[config.mk]
export PLATFORM = sky130hd
export DESIGN_NAME = mio_port
export DESIGN_NICKNAME = d
export VERILOG_FILES = /design/src/rtl/mio_pkg.sv /design/src/rtl/mio_sync.sv /design/src/rtl/mio_alat.sv /design/src/rtl/mio_regs.sv /design/src/rtl/mio_pinmux.sv /design/src/rtl/mio_port.sv
export SDC_FILE = /design/constraint.sdc
export NUM_CORES = 1
export LEC_CHECK = 0
export ABC_AREA = 1
export CAP_MARGIN = 20
export CORE_MARGIN = 1
export CORE_UTILIZATION = 45
export DETAILED_ROUTE_END_ITERATION = 10
export PLACE_DENSITY = 0.89
export SYNTH_ARGS = -nofsm -noshare
export SYNTH_HDL_FRONTEND = slang
export SYNTH_SLANG_ARGS = --single-unit
[constraint.sdc]
create_clock -name clk -period 1.41 [get_ports clk]
set_input_delay 0.423 -clock clk [delete_from_list [all_inputs] [get_ports clk]]
set_output_delay 0.423 -clock clk [all_outputs]
set_load 0.005 [all_outputs]
[src/rtl/mio_pkg.sv]
package mio_pkg;
  localparam int OFS_W = 2;

  typedef enum logic [OFS_W-1:0] {
    OFS_CTRL = 2'd0,
    OFS_DIR  = 2'd1,
    OFS_DOUT = 2'd2,
    OFS_DIN  = 2'd3
  } mio_ofs_e;

  typedef enum logic [1:0] {
    SRC_REG   = 2'd0,
    SRC_LOGIC = 2'd1,
    SRC_ADDR  = 2'd2
  } mio_src_e;
endpackage

[src/rtl/mio_sync.sv]
module mio_sync #(
  parameter int W      = 8,
  parameter int STAGES = 2
) (
  input  logic         clk,
  input  logic         rst_n,
  input  logic [W-1:0] d_in,
  output logic [W-1:0] d_out
);
  logic [W-1:0] stage_q [STAGES];

  always_ff @(posedge clk) begin
    if (!rst_n) stage_q[0] <= '0;
    else        stage_q[0] <= d_in;
  end

  for (genvar s = 1; s < STAGES; s++) begin : g_stage
    always_ff @(posedge clk) begin
      if (!rst_n) stage_q[s] <= '0;
      else        stage_q[s] <= stage_q[s-1];
    end
  end

  assign d_out = stage_q[STAGES-1];
endmodule

[src/rtl/mio_alat.sv]
module mio_alat #(
  parameter int AW = 16
) (
  input  logic          clk,
  input  logic          rst_n,
  input  logic          ale,
  input  logic [AW-1:0] ad_in,
  output logic [AW-1:0] addr_q
);
  logic          ale_q;
  logic [AW-1:0] track_q;
  logic          ale_fall;

  assign ale_fall = ale_q & ~ale;

  always_ff @(posedge clk) begin
    if (!rst_n) begin
      ale_q   <= 1'b0;
      track_q <= '0;
      addr_q  <= '0;
    end else begin
      ale_q <= ale;
      if (ale)      track_q <= ad_in;
      if (ale_fall) addr_q  <= track_q;
    end
  end
endmodule

[src/rtl/mio_regs.sv]
module mio_regs
  import mio_pkg::*;
#(
  parameter int W        = 8,
  parameter bit HAS_CTRL = 1'b1
) (
  input  logic             clk,
  input  logic             rst_n,
  input  logic             cs,
  input  logic             wr,
  input  logic [OFS_W-1:0] ofs,
  input  logic [W-1:0]     wdata,
  input  logic [W-1:0]     din_sync,
  output logic [W-1:0]     ctrl_q,
  output logic [W-1:0]     dir_q,
  output logic [W-1:0]     dout_q,
  output logic [W-1:0]     rdata
);
  logic     wr_en;
  logic     rd_en;
  mio_ofs_e ofs_e;
  logic [W-1:0] rd_mux;

  assign ofs_e = mio_ofs_e'(ofs);
  assign wr_en = cs & wr;
  assign rd_en = cs & ~wr;

  if (HAS_CTRL) begin : g_ctrl
    always_ff @(posedge clk) begin
      if (!rst_n)                           ctrl_q <= '0;
      else if (wr_en && ofs_e == OFS_CTRL)  ctrl_q <= wdata;
    end
  end else begin : g_no_ctrl
    assign ctrl_q = '0;
  end

  always_ff @(posedge clk) begin
    if (!rst_n) begin
      dir_q  <= '0;
      dout_q <= '0;
    end else if (wr_en) begin
      if (ofs_e == OFS_DIR)  dir_q  <= wdata;
      if (ofs_e == OFS_DOUT) dout_q <= wdata;
    end
  end

  always_comb begin
    unique case (ofs_e)
      OFS_CTRL: rd_mux = ctrl_q;
      OFS_DIR:  rd_mux = dir_q;
      OFS_DOUT: rd_mux = dout_q;
      default:  rd_mux = din_sync;
    endcase
  end

  always_ff @(posedge clk) begin
    if (!rst_n)     rdata <= '0;
    else if (rd_en) rdata <= rd_mux;
  end
endmodule

[src/rtl/mio_pinmux.sv]
module mio_pinmux
  import mio_pkg::*;
#(
  parameter int W = 8
) (
  input  logic [W-1:0] ctrl,
  input  logic [W-1:0] dir,
  input  logic [W-1:0] dout,
  input  logic [W-1:0] plc_sel,
  input  logic [W-1:0] plc_out,
  input  logic [W-1:0] oe_term,
  input  logic [W-1:0] addr_byte,
  output logic [W-1:0] pad_out,
  output logic [W-1:0] pad_oe
);
  for (genvar i = 0; i < W; i++) begin : g_pin
    mio_src_e src;

    always_comb begin
      if (plc_sel[i])   src = SRC_LOGIC;
      else if (ctrl[i]) src = SRC_ADDR;
      else              src = SRC_REG;
    end

    always_comb begin
      unique case (src)
        SRC_LOGIC: pad_out[i] = plc_out[i];
        SRC_ADDR:  pad_out[i] = addr_byte[i];
        default:   pad_out[i] = dout[i];
      endcase
    end

    assign pad_oe[i] = dir[i] | oe_term[i];
  end
endmodule

[src/rtl/mio_port.sv]
module mio_port
  import mio_pkg::*;
#(
  parameter int W         = 8,
  parameter int AW        = 16,
  parameter bit HAS_CTRL  = 1'b1,
  parameter int ADDR_BYTE = 0
) (
  input  logic             clk,
  input  logic             rst_n,
  input  logic             bus_cs,
  input  logic             bus_wr,
  input  logic [OFS_W-1:0] bus_ofs,
  input  logic [W-1:0]     bus_wdata,
  output logic [W-1:0]     bus_rdata,
  input  logic             ale,
  input  logic [AW-1:0]    ad_in,
  input  logic [W-1:0]     plc_sel,
  input  logic [W-1:0]     plc_out,
  input  logic [W-1:0]     oe_term,
  input  logic [W-1:0]     pad_in,
  output logic [W-1:0]     pad_out,
  output logic [W-1:0]     pad_oe
);
  localparam int LANES    = AW / W;
  localparam int SYNC_LEN = 2;

  logic [W-1:0]  ctrl_q;
  logic [W-1:0]  dir_q;
  logic [W-1:0]  dout_q;
  logic [W-1:0]  din_sync;
  logic [AW-1:0] addr_q;
  logic [W-1:0]  addr_byte;

  initial begin
    if (ADDR_BYTE < 0 || ADDR_BYTE >= LANES)
      $error("ADDR_BYTE out of range for AW/W lanes");
  end

  assign addr_byte = addr_q[ADDR_BYTE*W +: W];

  mio_sync #(.W(W), .STAGES(SYNC_LEN)) u_sync (
    .clk   (clk),
    .rst_n (rst_n),
    .d_in  (pad_in),
    .d_out (din_sync)
  );

  mio_alat #(.AW(AW)) u_alat (
    .clk    (clk),
    .rst_n  (rst_n),
    .ale    (ale),
    .ad_in  (ad_in),
    .addr_q (addr_q)
  );

  mio_regs #(.W(W), .HAS_CTRL(HAS_CTRL)) u_regs (
    .clk      (clk),
    .rst_n    (rst_n),
    .cs       (bus_cs),
    .wr       (bus_wr),
    .ofs      (bus_ofs),
    .wdata    (bus_wdata),
    .din_sync (din_sync),
    .ctrl_q   (ctrl_q),
    .dir_q    (dir_q),
    .dout_q   (dout_q),
    .rdata    (bus_rdata)
  );

  mio_pinmux #(.W(W)) u_pinmux (
    .ctrl      (ctrl_q),
    .dir       (dir_q),
    .dout      (dout_q),
    .plc_sel   (plc_sel),
    .plc_out   (plc_out),
    .oe_term   (oe_term),
    .addr_byte (addr_byte),
    .pad_out   (pad_out),
    .pad_oe    (pad_oe)
  );
endmodule

## Word level (Yosys, flattened, before mapping)

Memories as Yosys holds them, arrays and structs flattened.
Index checks and enable logic that the tools add are counted.

| word-level totals | value |
|---|---|
| memory bits (writable) | 16 |
| memories | 1 |
| register bits | 49 |
| bits in read-only memories | 0 |
| latch bits | 0 |
| output and inout port bits | 24 |
| logic and storage cells | 74 |
| input port bits | 63 |

| operators by class | value |
|---|---|
| shifts and indexed selects | 0 |
| add/sub/neg operators | 0 |
| $mul | 0 |
| bitwise operators | 15 |
| magnitude comparators | 0 |
| multiplexer cells | 29 |
| eq/ne operators | 18 |
| reduce and logical (&&, ||, !) cells | 4 |
| divide/modulo/power cells | 0 |

Memories:

| memory | depth | bits a word | read ports | clocked after Yosys merged registers in | wr ports | RTL line | source |
|---|---|---|---|---|---|---|---|
| u_sync.stage_q | 2 | 8 | 2 | 0 | 2 | mio_sync.sv:10 | `logic [W-1:0] stage_q [STAGES];` |

Operator list:

| cell | count |
|---|---|
| $mux W2 | 16 |
| $pmux W8 S3 | 1 |
| $eq A2 B1 Y1 const B | 9 |
| $eq A2 B2 Y1 const B | 9 |
| $mux W8 | 2 |
| $pmux W1 S2 | 8 |
| $or A1 B1 Y1 | 10 |
| $reduce_and A2 Y1 | 2 |
| $and A1 B1 Y1 | 3 |
| $logic_not A2 Y1 | 1 |
| $mux W1 | 2 |
| $not A1 Y1 | 2 |
| $logic_and A1 B1 Y1 | 1 |

## Logic depth before layout (Yosys ltp)

| logic depth | value |
|---|---|
| word-level depth | 4 |
| gate-level depth with buffers | 7 |
| depth with buffers taken out | 6 |

## Cells and area by module

Synthesis repeated with hierarchy kept, for this count alone.

| unflattened totals | value |
|---|---|
| cells, all modules | 472 |
| area, all modules | 3,424.5 µm² |

By module, submodules not included:

| module | area an instance (µm²) | instances | cells each | sequential area each (µm²) |
|---|---|---|---|---|
| mio_regs | 1,365.1 | 1 | 194 | 640.6 |
| mio_alat | 1,244.9 | 1 | 172 | 660.6 |
| mio_sync | 484.2 | 1 | 50 | 320.3 |
| mio_pinmux | 330.3 | 1 | 56 | 0.0 |

## Least setup slack after synthesis

OpenSTA, ideal clock, no wires.

| path | value |
|---|---|
| kind | in2reg |
| start | in bus_ofs[0] |
| end | reg u_regs.ctrl_q[6] |
| data arrival time | 1.135 ns |
| path slack | 0.155 ns |
| cell stages on the path | 6 |
| buffers on the path | 2 |
| data required time | 1.291 ns |
| setup time | 0.119 ns |
| cells stage by stage | buf_6 -> nor2_4 -> nand2_2 -> buf_2 -> o21ai_0 -> a21oi_1 |

| on the way | value |
|---|---|
| word-level cells in the longest chain between the ends | 2 |

RTL lines:

| element | RTL line | source |
|---|---|---|
| from (decl) | mio_port.sv:13 | `input logic [OFS_W-1:0] bus_ofs,` |
| $logic_not A2 Y1 | mio_regs.sv:31 | `else if (wr_en && ofs_e == OFS_CTRL) ctrl_q <= wdata;` |
| $logic_and A1 B1 Y1 | mio_regs.sv:31 |  |
| to (signal assigned) | mio_regs.sv:31 |  |
| to (decl) | mio_regs.sv:14 | `output logic [W-1:0] ctrl_q,` |

Every way passes these cells.
A chain may end at the register's enable or synchronous reset.

## Worst setup path in the final report

| path | value |
|---|---|
| start | reg u_regs.ctrl_q[0] |
| end | out pad_out[0] |

| on the way | value |
|---|---|
| word-level cells in the longest chain between the ends | 4 |
| elaborated cells between the ends (all ways) | 5 |
| classes of those cells | 2 x eq/ne; 3 x mux |

RTL lines:

| element | RTL line | source |
|---|---|---|
| $mux W2 * | mio_pinmux.sv:21 | `else if (ctrl[i]) src = SRC_ADDR;` |
| $mux W2 * | mio_pinmux.sv:20 | `if (plc_sel[i]) src = SRC_LOGIC;` |
| $eq A2 B2 Y1 or $eq A2 B1 Y1 (tied branches) | mio_pinmux.sv:26 | `unique case (src)` |
| $pmux W1 S2 * | mio_pinmux.sv:26 |  |
| to (decl) | mio_port.sv:22 | `output logic [W-1:0] pad_out,` |

Every way passes the cells marked *; elsewhere a longest branch is shown, timed or not.

==> impl_metrics.env <==
export IMPL_syn_area_sq_um=2590
export IMPL_clock_path_buffers=2
export IMPL_cts_buffers=9
export IMPL_diodes=0
export IMPL_synth_simple_gate_area_frac=0.273
export IMPL_fin_setup_tns_ns=-1.22
export IMPL_rsz0062_at_grt="yes"
export IMPL_drv_slew=0
export IMPL_placementRows=27
export IMPL_vias=2788
export IMPL_core_sq_um=5540
export IMPL_gr_usage_all_layers=0.241
export IMPL_die_y_um=77.9
export IMPL_grt_ovfl_total=0
export IMPL_grt_pass1_wl_mm=11.2
export IMPL_nets=541
export IMPL_ant_nets=0
export IMPL_fin_area_sq_um=4060
export IMPL_grt_max_degree=50
export IMPL_syn_inst=359
export IMPL_vdd_drop_max_v=0.000675
export IMPL_worst_slack_ns=-0.144
export IMPL_hold_viol=0
export IMPL_async_reset_ff_frac=0
export IMPL_slew_headroom=0.796
export IMPL_clk_latency_ns=0.34
export IMPL_place_area_sq_um=3700
export IMPL_post_route_drc_count=0
export IMPL_critPathSlowestCell="dfxtp_4"
export IMPL_antenna_found_initial=0
export IMPL_grt_pass1_vias=2623
export IMPL_tightestPinTransition_ns=0.303
export IMPL_cp_top_family="flip-flops"
export IMPL_cts_tree="yes"
export IMPL_synth_xor_area_frac=0
export IMPL_synth_edff_count=0
export IMPL_dp_cells=533
export IMPL_crit_buf_inv=2
export IMPL_yosysWarnings=0
export IMPL_vias_per_cell=5.02
export IMPL_synthDistinctLibCells=17
export IMPL_power_density_nw_per_um2=1010
export IMPL_gp_congestion=0.836
export IMPL_fp_dieArea_sq_um=6070
export IMPL_wl_mm=7.29
export IMPL_path_cells="inv_2, nor2_2, o31ai_2, buf_2"
export IMPL_hp_class="reg -> reg"
export IMPL_max_cap_violations=0
export IMPL_finClkSkew_ns=0.00794
export IMPL_cts_root_buf="clkbuf_8"
export IMPL_io_buffers=78
export IMPL_endpoint_kind="output pin"
export IMPL_ys_flop_type="dfxtp_1"
export IMPL_clock_sinks=65
export IMPL_period_share=1.10
export IMPL_syn_nets=422
export IMPL_cp_max_fo=3
export IMPL_die_w_um=77.9
export IMPL_start_util=0.468
export IMPL_status="complete, but fails checks"
export IMPL_fmax_mhz=643
export IMPL_worstPathRequired_ns=0.99
export IMPL_cpPeakStageDelay_ns=0.36
export IMPL_n_fill_cell=405
export IMPL_clk_transition_reported_paths_ns=0.07
export IMPL_post_dp_hpwl_mm=4.70
export IMPL_final_common_cell="nor2_1"
export IMPL_synth_top_family_by_area="simple AND/OR/NAND/NOR gates"
export IMPL_yosysSeqAreaShare=0.501
export IMPL_htree_num_levels=3
export IMPL_synth_compound_area_share=0.150
export IMPL_io_pins=87
export IMPL_area_growth_synth_to_final_pct=56.6
export IMPL_startpoint_type="flip-flop"
export IMPL_synth_area_mux_share=0
export IMPL_synthAdderAreaFrac=0
export IMPL_avgSynthCellArea_sq_um=7.23
export IMPL_setup_viol=17
export IMPL_worstPathArrival_ns=1.13
export IMPL_ys_seq_elements=65
export IMPL_fin_cells=555
export IMPL_cts_hold_fix_buffers=0
export IMPL_power_leakage_nw=1.96
export IMPL_drt_initial_drc_count=259
export IMPL_most_common_layout_cells="nor2_1 (79), nand2_1 (51), o21ai_0 (44), dfxtp_1 (44), buf_4 (36)"
export IMPL_crit_type="reg -> out"
export IMPL_min_period_ns=1.55
export IMPL_drive_gt1_frac=0.296
export IMPL_violations="setup timing"
export IMPL_pre_cts_ws_ns=-0.684
export IMPL_first_pass_iters=4
export IMPL_wire_per_inst_um=13.1
==> power breakdown <==
part | internal [mW] | leakage, nW | total (mW) | switching (mW)
registers | 1.92 | 0.543 | 1.97 | 0.0439
logic | 0.334 | 1.32 | 0.617 | 0.282
clock network | 0.825 | 0.102 | 1.50 | 0.676
total | 3.08 | 1.96 | 4.08 | 1.00
==> worst paths after layout <==
check                           cells after the start  slack, ns                 start                    to
worst min register to register                      2       0.41  u_sync.stage_q[0][1]  u_sync.stage_q[1][1]
worst max-delay path                                4      -0.14      u_regs.ctrl_q[0]            pad_out[0]
worst min-delay path                                2       0.41  u_sync.stage_q[0][1]  u_sync.stage_q[1][1]
worst max register to register                      5       0.31      u_regs.dout_q[2]       u_regs.rdata[2]
==> tightest hold or removal path, stage by stage, from the launching register on <==
cell     delay [ns]
dfxtp_1        0.31
nand2_1        0.05
inv_1          0.04
==> what timing repair did <==
action | 4_1_cts | 5_1_grt
pin swaps | 18 | 14
setup buffers | 3 | 2
gates cloned | 0 | 1
resized for setup | 145 | 45
setup endpoints to repair | 43 | 42
endpoints found under the hold margin | 0 | 0
==> final cells by class <==
cell class | instances | area [sq um] | area share
clock buffer | 14 | 183 | 0.0450
clock inverter | 2 | 10.0 | 0.00246
inverter | 35 | 140 | 0.0345
multi-input combinational | 247 | 1220 | 0.300
sequential | 65 | 1330 | 0.327
tap | 72 | 90.1 | 0.0222
timing repair buffer | 120 | 1090 | 0.269
==> stage by stage <==
| step | hold slack (ns) | power (mW) | utilization |
|---|---|---|---|
| after floorplan | 0.390 | 2.22 | - |
| after global placement | 0.396 | 2.56 | 0.668 |
| after detailed placement | 0.400 | 2.58 | 0.668 |
| after CTS | 0.409 | 4.06 | 0.708 |
| after global routing | 0.435 | 4.24 | 0.733 |
| final | 0.410 | 4.08 | 0.733 |
==> cells by family after synthesis <==
family / Yosys count
DFF: 65
and+or+nand+nor: 173
buffers and inverters: 47
AOI/OAI and AO/OA: 74
==> registers in the layout (all words and copies together), names as in the netlist <==
| name | count |
|---|---|
| u_alat.addr_q | 8 |
| u_alat.ale_q | 1 |
| u_alat.track_q | 8 |
| u_regs.ctrl_q | 8 |
| u_regs.dir_q | 8 |
| u_regs.dout_q | 8 |
| u_regs.rdata | 8 |
| u_sync.stage_q | 16 |
==> cell usage after synthesis (5+ instances only) <==
cell / number / area (sq um)
clkbuf_1: 5 / 18.8
o31ai_1: 8 / 60.1
nor2_1: 93 / 349
inv_1: 34 / 128
nand3_1: 17 / 85.1
dfxtp_1: 65 / 1300
nand2_1: 51 / 191
o21ai_0: 49 / 245
buf_2: 5 / 25.0
or2_2: 9 / 56.3
a21oi_1: 17 / 85.1
==> metal layers <==
| metal | GRT usage | vias to the layer above | wire, um |
|---|---|---|---|
| li1 | - | 1387 | - |
| met1 | 0.260 | 1253 | 2820 |
| met2 | 0.421 | 121 | 3590 |
| met3 | 0.0565 | 27 | 521 |
| met4 | 0.156 | 0 | 351 |
| met5 | 0 | - | 0 |
Power figures use the tool's default switching activity.
